$ cat src/rtl/prio_pkg.sv
package prio_pkg;

    localparam int FIRST_SHARED = 32;
    localparam int LANES        = 4;
    localparam int BYTE_W       = 8;
    localparam int WORD_W       = LANES * BYTE_W;

    typedef logic [BYTE_W-1:0] prio_t;

    // How one lane of a request reaches its stored field
    typedef enum logic [1:0] {
        VIEW_NONE = 2'd0,  // read zero, write ignored
        VIEW_RAW  = 2'd1,  // stored byte unchanged
        VIEW_NS   = 2'd2   // compressed non-secure view
    } view_e;

    typedef struct packed {
        logic  sel;       // lane takes part in this request
        logic  in_range;  // interrupt is an implemented shared one
        view_e view;      // access view after security policy
    } lane_ctl_t;

    function automatic prio_t ns_read_view(input prio_t stored);
        return {stored[BYTE_W-2:0], 1'b0};
    endfunction

    function automatic prio_t ns_write_view(input prio_t value);
        return {1'b1, value[BYTE_W-1:1]};
    endfunction

    function automatic view_e pick_view(input logic in_range,
                                        input logic restricted,
                                        input logic grp1);
        if (!in_range)        return VIEW_NONE;
        else if (!restricted) return VIEW_RAW;
        else if (grp1)        return VIEW_NS;
        else                  return VIEW_NONE;
    endfunction

endpackage

$ cat src/rtl/prio_lane_dec.sv
module prio_lane_dec #(
    parameter int NUM_IRQ = 70,
    parameter int ADDR_W  = 10,
    parameter int LANE    = 0,
    parameter int IDX_W   = 6
) (
    input  logic              req_word,
    input  logic [ADDR_W-1:0] req_addr,
    output logic              lane_sel,
    output logic              lane_in_range,
    output logic [IDX_W-1:0]  lane_idx
);
    import prio_pkg::*;

    logic [ADDR_W-1:0] irq;
    logic [ADDR_W-1:0] rel;

    always_comb begin
        irq           = {req_addr[ADDR_W-1:2], 2'(LANE)};
        lane_sel      = req_word || (req_addr[1:0] == 2'(LANE));
        lane_in_range = (int'(irq) >= FIRST_SHARED) && (int'(irq) < NUM_IRQ);
        rel           = irq - ADDR_W'(FIRST_SHARED);
        lane_idx      = lane_in_range ? rel[IDX_W-1:0] : '0;
    end

endmodule

$ cat src/rtl/prio_store.sv
module prio_store #(
    parameter int DEPTH = 38,
    parameter int IDX_W = 6
) (
    input  logic                                  clk,
    input  logic                                  rst,
    input  logic [prio_pkg::LANES-1:0]            we,
    input  logic [prio_pkg::LANES-1:0][IDX_W-1:0] idx,
    input  prio_pkg::prio_t [prio_pkg::LANES-1:0] wdata,
    output prio_pkg::prio_t [prio_pkg::LANES-1:0] rdata
);
    import prio_pkg::*;

    prio_t mem [DEPTH];

    always_ff @(posedge clk) begin
        if (rst) begin
            for (int e = 0; e < DEPTH; e++) mem[e] <= '0;
        end else begin
            for (int l = 0; l < LANES; l++) begin
                if (we[l]) mem[idx[l]] <= wdata[l];
            end
        end
    end

    for (genvar l = 0; l < LANES; l++) begin : g_rd
        assign rdata[l] = (int'(idx[l]) < DEPTH) ? mem[idx[l]] : '0;
    end

    // lanes of one request never collide on the same entry
    a_r2_distinct_lanes: assert property (@(posedge clk) disable iff (rst)
        (we[0] && we[1]) |-> (idx[0] != idx[1]));

endmodule

$ cat src/rtl/prio_file.sv
module prio_file #(
    parameter int NUM_IRQ = 70,
    parameter int ADDR_W  = 10
) (
    input  logic                     clk,
    input  logic                     rst,
    input  logic                     req_valid,
    input  logic                     req_write,
    input  logic                     req_word,
    input  logic                     req_secure,
    input  logic [ADDR_W-1:0]        req_addr,
    input  logic [31:0]              req_wdata,
    input  logic                     sec_disable,
    input  logic [NUM_IRQ-33:0]      grp1_map,
    output logic                     rsp_valid,
    output logic [31:0]              rsp_rdata,
    output logic                     upd_valid,
    output logic [ADDR_W-3:0]        upd_word
);
    import prio_pkg::*;

    localparam int SPI_CNT = NUM_IRQ - FIRST_SHARED;
    localparam int IDX_W   = (SPI_CNT > 1) ? $clog2(SPI_CNT) : 1;

    logic                         restricted;
    logic [LANES-1:0]             sel, in_rng, lane_we;
    logic [LANES-1:0][IDX_W-1:0]  idx;
    lane_ctl_t [LANES-1:0]        ctl;
    prio_t [LANES-1:0]            st_rd, st_wd, lane_rd;
    logic                         range_ok, wr_accept;
    logic [31:0]                  rd_mux;

    assign restricted = !req_secure && !sec_disable;

    for (genvar l = 0; l < LANES; l++) begin : g_lane
        logic grp_bit;

        prio_lane_dec #(
            .NUM_IRQ (NUM_IRQ),
            .ADDR_W  (ADDR_W),
            .LANE    (l),
            .IDX_W   (IDX_W)
        ) u_dec (
            .req_word      (req_word),
            .req_addr      (req_addr),
            .lane_sel      (sel[l]),
            .lane_in_range (in_rng[l]),
            .lane_idx      (idx[l])
        );

        assign grp_bit = (in_rng[l] && int'(idx[l]) < SPI_CNT) ? grp1_map[idx[l]] : 1'b0;

        always_comb begin
            ctl[l].sel      = sel[l];
            ctl[l].in_range = in_rng[l];
            ctl[l].view     = pick_view(in_rng[l], restricted, grp_bit);
        end

        always_comb begin
            unique case (ctl[l].view)
                VIEW_RAW: lane_rd[l] = st_rd[l];
                VIEW_NS:  lane_rd[l] = ns_read_view(st_rd[l]);
                default:  lane_rd[l] = '0;
            endcase
        end

        always_comb begin
            prio_t raw;
            raw      = req_word ? req_wdata[l*BYTE_W +: BYTE_W] : req_wdata[BYTE_W-1:0];
            st_wd[l] = (ctl[l].view == VIEW_NS) ? ns_write_view(raw) : raw;
        end

        assign lane_we[l] = wr_accept && ctl[l].sel && (ctl[l].view != VIEW_NONE);
    end

    // Range gate: a word needs all four lanes legal, a byte only its own
    assign range_ok  = req_word ? (&in_rng) : (|(in_rng & sel));
    assign wr_accept = req_valid && req_write && range_ok;

    prio_store #(
        .DEPTH (SPI_CNT),
        .IDX_W (IDX_W)
    ) u_store (
        .clk   (clk),
        .rst   (rst),
        .we    (lane_we),
        .idx   (idx),
        .wdata (st_wd),
        .rdata (st_rd)
    );

    always_comb begin
        if (req_word) begin
            rd_mux = {lane_rd[3], lane_rd[2], lane_rd[1], lane_rd[0]};
        end else begin
            rd_mux = {24'd0, lane_rd[req_addr[1:0]]};
        end
    end

    always_ff @(posedge clk) begin
        if (rst) begin
            rsp_valid <= 1'b0;
            rsp_rdata <= '0;
            upd_valid <= 1'b0;
            upd_word  <= '0;
        end else begin
            rsp_valid <= req_valid && !req_write;
            rsp_rdata <= (req_valid && !req_write) ? rd_mux : '0;
            upd_valid <= wr_accept;
            upd_word  <= wr_accept ? req_addr[ADDR_W-1:2] : upd_word;
        end
    end

    // a strobe only ever follows a write request
    a_r9_upd_after_write: assert property (@(posedge clk) disable iff (rst)
        upd_valid |-> $past(req_valid && req_write));

    // read data only follows a read request
    a_r10_rsp_after_read: assert property (@(posedge clk) disable iff (rst)
        rsp_valid |-> $past(req_valid && !req_write));

    // a word write with an illegal lane never strobes
    a_r8_no_partial_word: assert property (@(posedge clk) disable iff (rst)
        $past(req_valid && req_write && req_word && !(&in_rng)) |-> !upd_valid);

    // a restricted byte read always has a clear low bit
    a_r5_ns_lsb_clear: assert property (@(posedge clk) disable iff (rst)
        (rsp_valid && $past(restricted && !req_word)) |-> (rsp_rdata[0] == 1'b0));

    // a byte read outside the implemented range returns zero
    a_r7_oob_read_zero: assert property (@(posedge clk) disable iff (rst)
        (rsp_valid && $past(!req_word && !(|(in_rng & sel)))) |-> (rsp_rdata == 32'd0));

endmodule

$ cat config.mk
export PLATFORM = sky130hd
export DESIGN_NAME = prio_file
export DESIGN_NICKNAME = d
export VERILOG_FILES = /design/src/rtl/prio_pkg.sv /design/src/rtl/prio_lane_dec.sv /design/src/rtl/prio_store.sv /design/src/rtl/prio_file.sv
export SDC_FILE = /design/constraint.sdc
export NUM_CORES = 1
export LEC_CHECK = 0
export BUFFER_PORTS_ARGS = -buffer_cell sky130_fd_sc_hd__buf_2
export CAP_MARGIN = 20
export CORE_ASPECT_RATIO = 1.1
export CORE_MARGIN = 1.5
export CORE_UTILIZATION = 30
export DETAILED_ROUTE_END_ITERATION = 6
export PLACE_DENSITY = 0.42
export REMOVE_ABC_BUFFERS = 1
export SLEW_MARGIN = 20
export SYNTH_ARGS = -nofsm -noshare
export SYNTH_HDL_FRONTEND = slang
export SYNTH_SLANG_ARGS = --single-unit
$ cat constraint.sdc
create_clock -name clk -period 7.4 [get_ports clk]
set_input_delay 1.48 -clock clk [delete_from_list [all_inputs] [get_ports clk]]
set_output_delay 1.48 -clock clk [all_outputs]
set_load 0.02 [all_outputs]
==> flow_summary.yaml, run 1 <==
final_layout:
  drive_above_1_share: 0.176
  layout_common_cells: "nor2_1 (388), edfxtp_1 (316), buf_2 (127), nand2_1 (85), mux2i_1 (71)"
  fin_area_um2: 21000
  stdcell_count: 2595
  final_common_cell: "nor2_1"
  syn2layout_area_growth_pct: 16.5
  fillers: 5964
  n_antenna_cell: 0
  nNetsFinal: 1887
  utilization: 0.353
critical_path:
  crit_path_start_kind: "primary input"
  critPathRequiredTime_ns: 7.60
  endpoint_kind: "register"
  worstPathMaxFanout: 28
  cp.arrival_ns: 6.41
  path_class: "in -> reg"
  r2r_cells: 7
synthesis:
  avgSynthCellArea_um2: 10.7
  synth_edf_count: 316
  synth.yosys.warnings: 0
  synthFlopType: "edfxtp_1"
  synthCells: 1689
  synth.distinct_cells: 80
  netlist_area_um2: 18000
  ys_ff_latch: 358
  async_reset_ff_frac: 0
  ys_seq_area_frac: 0.572
sta:
  max_slew_margin: 0.206
  fin_setup_tns_ns: 0
  finalCriticalPeriod_ns: 6.20
  setup_viol: 0
  fmax_ghz: 0.161
  drv_slew: 0
  grt_setup_unrepaired: "false"
  period_share: 0.838
  tightest_slew_ns: 1.16
  finClkSkew_ns: 0.0295
  hold_viol: 0
pwr:
  ir_worst_vdd_v: 0.000132
  cellPowerDensity_nw_per_um2: 234
  p_leak_nw: 7.56
  total_power_mw: 4.92
global_route:
  grt_pass1_wl_um: 108000
  overflow: 0
  grt_pass1_vias: 14400
  grt_max_degree: 51
  grt_antenna_before_repair: 0
  groute.usage.overall: 0.244
clock_tree:
  clk_path_buf_depth: 3
  cts_resized: 0
  numClockSinks: 358
  clk_latency_ns: 0.58
  post_cts_buffers: 0
  numCtsBuffers: 42
  cts_tree: "built"
  htree_levels: 2
  clkTransAtPathRegs_ns: 0.06
  clockRootBuffer: "clkbuf_16"
  cts_hold_repair.buffers: 0
placement:
  place_area_um2: 19600
  dpl.hpwl_um: 53700
  io_buffers: 128
  dp.cells: 2517
  place_congestion: 0.920
routing:
  wirelength_um: 76200
  drc: 0
  ant_nets: 0
  first_pass_iters: 6
  viasPerCell: 5.72
  wl_per_cell_um: 29.4
  drtIter0Drc: 1866
  vias: 14800
worst_hold_path:
  hold_path_depth: 1
  hp-class: "reg -> reg"
outcome:
  status: "completed"
floorplanning:
  rows: 94
  initial_core_util: 0.303
  die_y_um: 260
  pin_count: 129
  core_region_area_um2: 59600
  die_w_um: 237
  die_area_um2: 61600
flow_run:
  maxCapViolations: 0
metal layers:
metal | up-vias | routed length, um | global-route usage
li1 | 6496 | - | -
met1 | 7488 | 34700 | 0.348
met2 | 726 | 33600 | 0.379
met3 | 130 | 5660 | 0.0407
met4 | 0 | 2250 | 0.0721
met5 | - | 0 | 0
synth_stat cells, drive strengths merged (4+ instances only):
cell type  count  area (um2)
buf           49         246
nand2         86         325
dfxtp         42         841
o2bb2ai        4        35.0
edfxtp       316        9490
nor2b         24         150
ha             6        75.1
clkbuf        89         334
o311ai         8        77.6
mux2i         71         711
a22oi         11        82.6
or2            5        31.3
a22o           8        70.1
o2111ai        9        96.4
and2          14        87.6
o221ai        48         420
and3          12        75.1
nor4           8        56.3
nor2         388        1460
inv           20        75.1
o32ai         12         105
a221o          6        60.1
nand2b        57         357
a211o          5        43.8
o21ai         70         350
o31ai         11        96.3
nand3         46         250
o211ai        19         143
a2bb2oi        5        43.8
mux2          39         439
a31oi          8        50.1
a221oi         9        78.8
o31a           4        35.0
o22ai         38         238
or3            5        31.3
nor3          30         178
a21oi         37         185
nand4          8        65.1
a211oi        16         133
o221a          4        45.0
power by group:
group,internal (mW),switching [mW],total (mW)
clock network,1.28,0.877,2.16
logic,0.119,0.318,0.437
registers,2.29,0.0403,2.33
sequential cells by signal (all words and copies together), names as in the netlist:
register	count
upd_valid	1
rsp_valid	1
upd_word	8
rsp_rdata	32
u_store.mem	316
critical path: stages:
cell	delay, ns
buf_4	0.26
buf_4	0.30
o41ai_1	0.65
nand3_1	0.67
mux2i_1	0.49
nand3_1	0.57
nor4_1	0.80
buf_4	0.29
nand2_1	0.29
nand2b_1	0.55
final timing paths:
path         slack [ns]                           end                         from
max                1.20  u_store.mem[10][6]$_DFFE_PP_                  req_addr[2]
min                0.46      upd_word[6]$_SDFFE_PP0N_     upd_word[6]$_SDFFE_PP0N_
max reg2reg        4.61       rsp_rdata[2]$_SDFF_PP0_  u_store.mem[0][2]$_DFFE_PP_
min reg2reg        0.46      upd_word[6]$_SDFFE_PP0N_     upd_word[6]$_SDFFE_PP0N_
area by class of cell:
type	instances	area [um2]	area share
clock buffers	60	1320	0.0628
multi-input cells	1184	7130	0.339
inverters	20	75.1	0.00357
flip-flops and latches	358	10300	0.491
clock inverters	17	119	0.00565
well taps	768	961	0.0457
repair buffers	188	1090	0.0520
per-stage QoR:
stage / hold WS, ns / setup WS (ns)
2_1_floorplan: 0.553 / 0.762
3_3_place_gp: 0.441 / 0.987
3_5_place_dp: 0.448 / 0.821
4_1_cts: 0.464 / 1.38
5_1_grt: 0.493 / 1.22
6_report: 0.458 / 1.20
logic make-up after synthesis:
kind of cell | share of synthesized area
adder cells (fa/ha/maj) | 0.00416
AO/OA/AOI/OAI | 0.147
flip-flops | 0.572
buffers and inverters | 0.0363
multiplexers | 0.0650
other | 0.000208
AND/OR/NAND/NOR | 0.175
No activity file was read; power rests on OpenSTA's default activity.
==> run 2: changes to the inputs <==
==> constraint.sdc (replaced) <==
create_clock -name clk -period 6 [get_ports clk]
set_input_delay 1.2 -clock clk [delete_from_list [all_inputs] [get_ports clk]]
set_output_delay 1.2 -clock clk [all_outputs]
set_load 0.02 [all_outputs]
==> run 2 against run 1 <==
Sequential share of layout area decreased by 0.32 points. Wire length decreased by 0.27%. Clock power increased by 15%. First-iteration DRC count increased by 6.2%. Final cell count rose by 1.3%. Combinational power grew 26%. Clock skew is 0.020 ns lower.
==> flow_summary.yaml, run 2 (synthesized netlist as in run 1, its figures left out) <==
outcome:
  status: "completed"
sta:
  finClkSkew_ns: 0.00985
  finalCriticalPeriod_ns: 4.93
  period_share: 0.821
  fmax_ghz: 0.203
  hold_viol: 0
  grt_setup_unrepaired: "false"
  setup_viol: 0
  whs_ns: 0.455
  drv_slew: 0
  max_slew_margin: 0.295
  tightest_slew_ns: 1.05
pwr:
  power_frac_comb: 0.093
  power_switching_share: 0.251
  total_power_mw: 5.90
  p_clk_frac: 0.420
  intPower_mw: 4.41
  cellPowerDensity_nw_per_um2: 279
  ir_worst_vdd_v: 0.000148
  seqPwrFrac: 0.486
  p_leak_nw: 7.66
  p_sw_mw: 1.48
final_layout:
  reg_top3: "u_store.mem x316, rsp_rdata x32, upd_word x8"
  layout_common_cells: "nor2_1 (388), edfxtp_1 (316), buf_2 (127), buf_4 (98), nand2_1 (85)"
  largest_register: "u_store.mem"
  multi_input_area_um2: 7130
  final_common_cell: "nor2_1"
  utilization: 0.355
  syn2layout_area_growth_pct: 17.3
  regArea_um2: 10300
  largest_reg_flops: 316
  fillers: 6002
  drive_above_1_share: 0.189
  nNetsFinal: 1923
  n_antenna_cell: 0
routing:
  viasPerCell: 5.68
  ant_nets: 0
  vias: 14900
  drc: 0
  drtIter0Drc: 1981
  wl_per_cell_um: 28.9
  wirelength_um: 76000
  first_pass_iters: 6
clock_tree:
  htree_levels: 2
  cts_hold_repair.buffers: 0
  cts_resized: 0
  clkTransAtPathRegs_ns: 0.06
  post_cts_buffers: 0
  clockRootBuffer: "clkbuf_16"
  numCtsBuffers: 40
  clk_latency_ns: 0.57
  cts_tree: "built"
  numClockSinks: 358
  clk_path_buf_depth: 3
floorplanning:
  die_y_um: 260
  die_area_um2: 61600
  initial_core_util: 0.303
  die_w_um: 237
  rows: 94
  pin_count: 129
  core_region_area_um2: 59600
worst_hold_path:
  hold_path_end: "upd_word[6]$_SDFFE_PP0N_"
  hp-class: "reg -> reg"
  hold_path_depth: 1
  hp-start: "upd_word[6]$_SDFFE_PP0N_"
critical_path:
  critPathRequiredTime_ns: 6.21
  path_cells: "buf_2 > or2_2 > nand4_1 > buf_4 > o221ai_1 > a21oi_1 > o311ai_4 > a2111oi_2 > buf_4 > nand2_1 > nand2b_1"
  crit_top_cell: "buf_4"
  cp.arrival_ns: 5.14
  path_class: "in -> reg"
  crit_path_start_kind: "primary input"
  endpoint_kind: "register"
  r2r-end: "rsp_rdata[2]$_SDFF_PP0_"
  timing.rr.start: "u_store.mem[0][2]$_DFFE_PP_"
  slowest_delay_ns: 0.52
  rrSetupSlack_ns: 2.98
  r2r_cells: 7
  worstPathMaxFanout: 25
  slowest_stage: "buf_4"
global_route:
  grt_pass1_wl_um: 108000
  grt_max_degree: 60
  grt_antenna_before_repair: 3
  overflow: 0
  grt_pass1_vias: 14400
  groute.usage.overall: 0.244
placement:
  io_buffers: 128
  place_congestion: 0.917
  dpl.hpwl_um: 54600
flow_run:
  maxCapViolations: 0
[run 2: cell count changes in the layout (fill, tap and decap cells not counted), sizes merged]
cell / previous run / this run
bufinv: 1 / 3
buf: 188 / 226
clkinvlp: 1 / 2
clkinv: 12 / 9
inv: 23 / 21
clkbuf: 60 / 57
[run 2: worst max-delay path by stage]
stage,end,from,depth (start not counted)
after global routing,u_store.mem[7][3]$_SDFFCE_PN0P_,req_addr[5],15
after floorplan,u_store.mem[1][0]$_DFFE_PP_,req_addr[9],8
after global placement,u_store.mem[13][7]$_DFFE_PP_,req_addr[5],11
after detailed placement,u_store.mem[33][5]$_DFFE_PP_,req_addr[5],11
after CTS,u_store.mem[33][5]$_DFFE_PP_,req_addr[5],11
final,u_store.mem[13][6]$_DFFE_PP_,req_addr[5],11
[run 2: final cells by class]
cell class,count,area share
Clock buffer,57,0.0534
Inverter,20,0.00355
Tap cell,768,0.0454
Multi-Input combinational cell,1184,0.337
Timing Repair Buffer,226,0.0657
Clock inverter,15,0.00727
Sequential cell,358,0.488
[run 2: per-layer routing]
| metal | GRT usage | part of all wire |
|---|---|---|
| met1 | 0.343 | 0.45 |
| met2 | 0.384 | 0.44 |
| met3 | 0.0374 | 0.074 |
| met4 | 0.0767 | 0.032 |
| met5 | 0 | 0.00046 |
[run 2: through the flow]
| stage | setup WS, ns | TNS, ns | cell area (um2) | instances |
|---|---|---|---|---|
| 2_1_floorplan | -0.358 | -25.94 | 17500 | 1562 |
| 3_3_place_gp | 0.612 | 0 | 19900 | 2556 |
| 3_5_place_dp | 0.585 | 0 | 19900 | 2556 |
| 4_1_cts | 1.17 | 0 | 21200 | 2628 |
| 5_1_grt | 0.877 | 0 | 21200 | 2628 |
| 6_report | 1.07 | 0 | 21200 | 2628 |
[run 2: power by group through the flow]
stage / logic (mW) / clock network (mW) / registers (mW)
finish: 0.550 / 2.48 / 2.87
global route: 0.576 / 2.60 / 2.88
CTS: 0.544 / 2.52 / 2.87
detailed placement: 0.542 / 0 / 2.92
global placement: 0.543 / 0 / 2.92
floorplan: 0.240 / 0 / 2.89
[run 2: critical path, delay by kind of cell]
kind,cells,cell delay [ns]
buffers and inverters,3,1.12
AND/OR/NAND/NOR,4,1.61
AO/OA/AOI/OAI,4,1.17
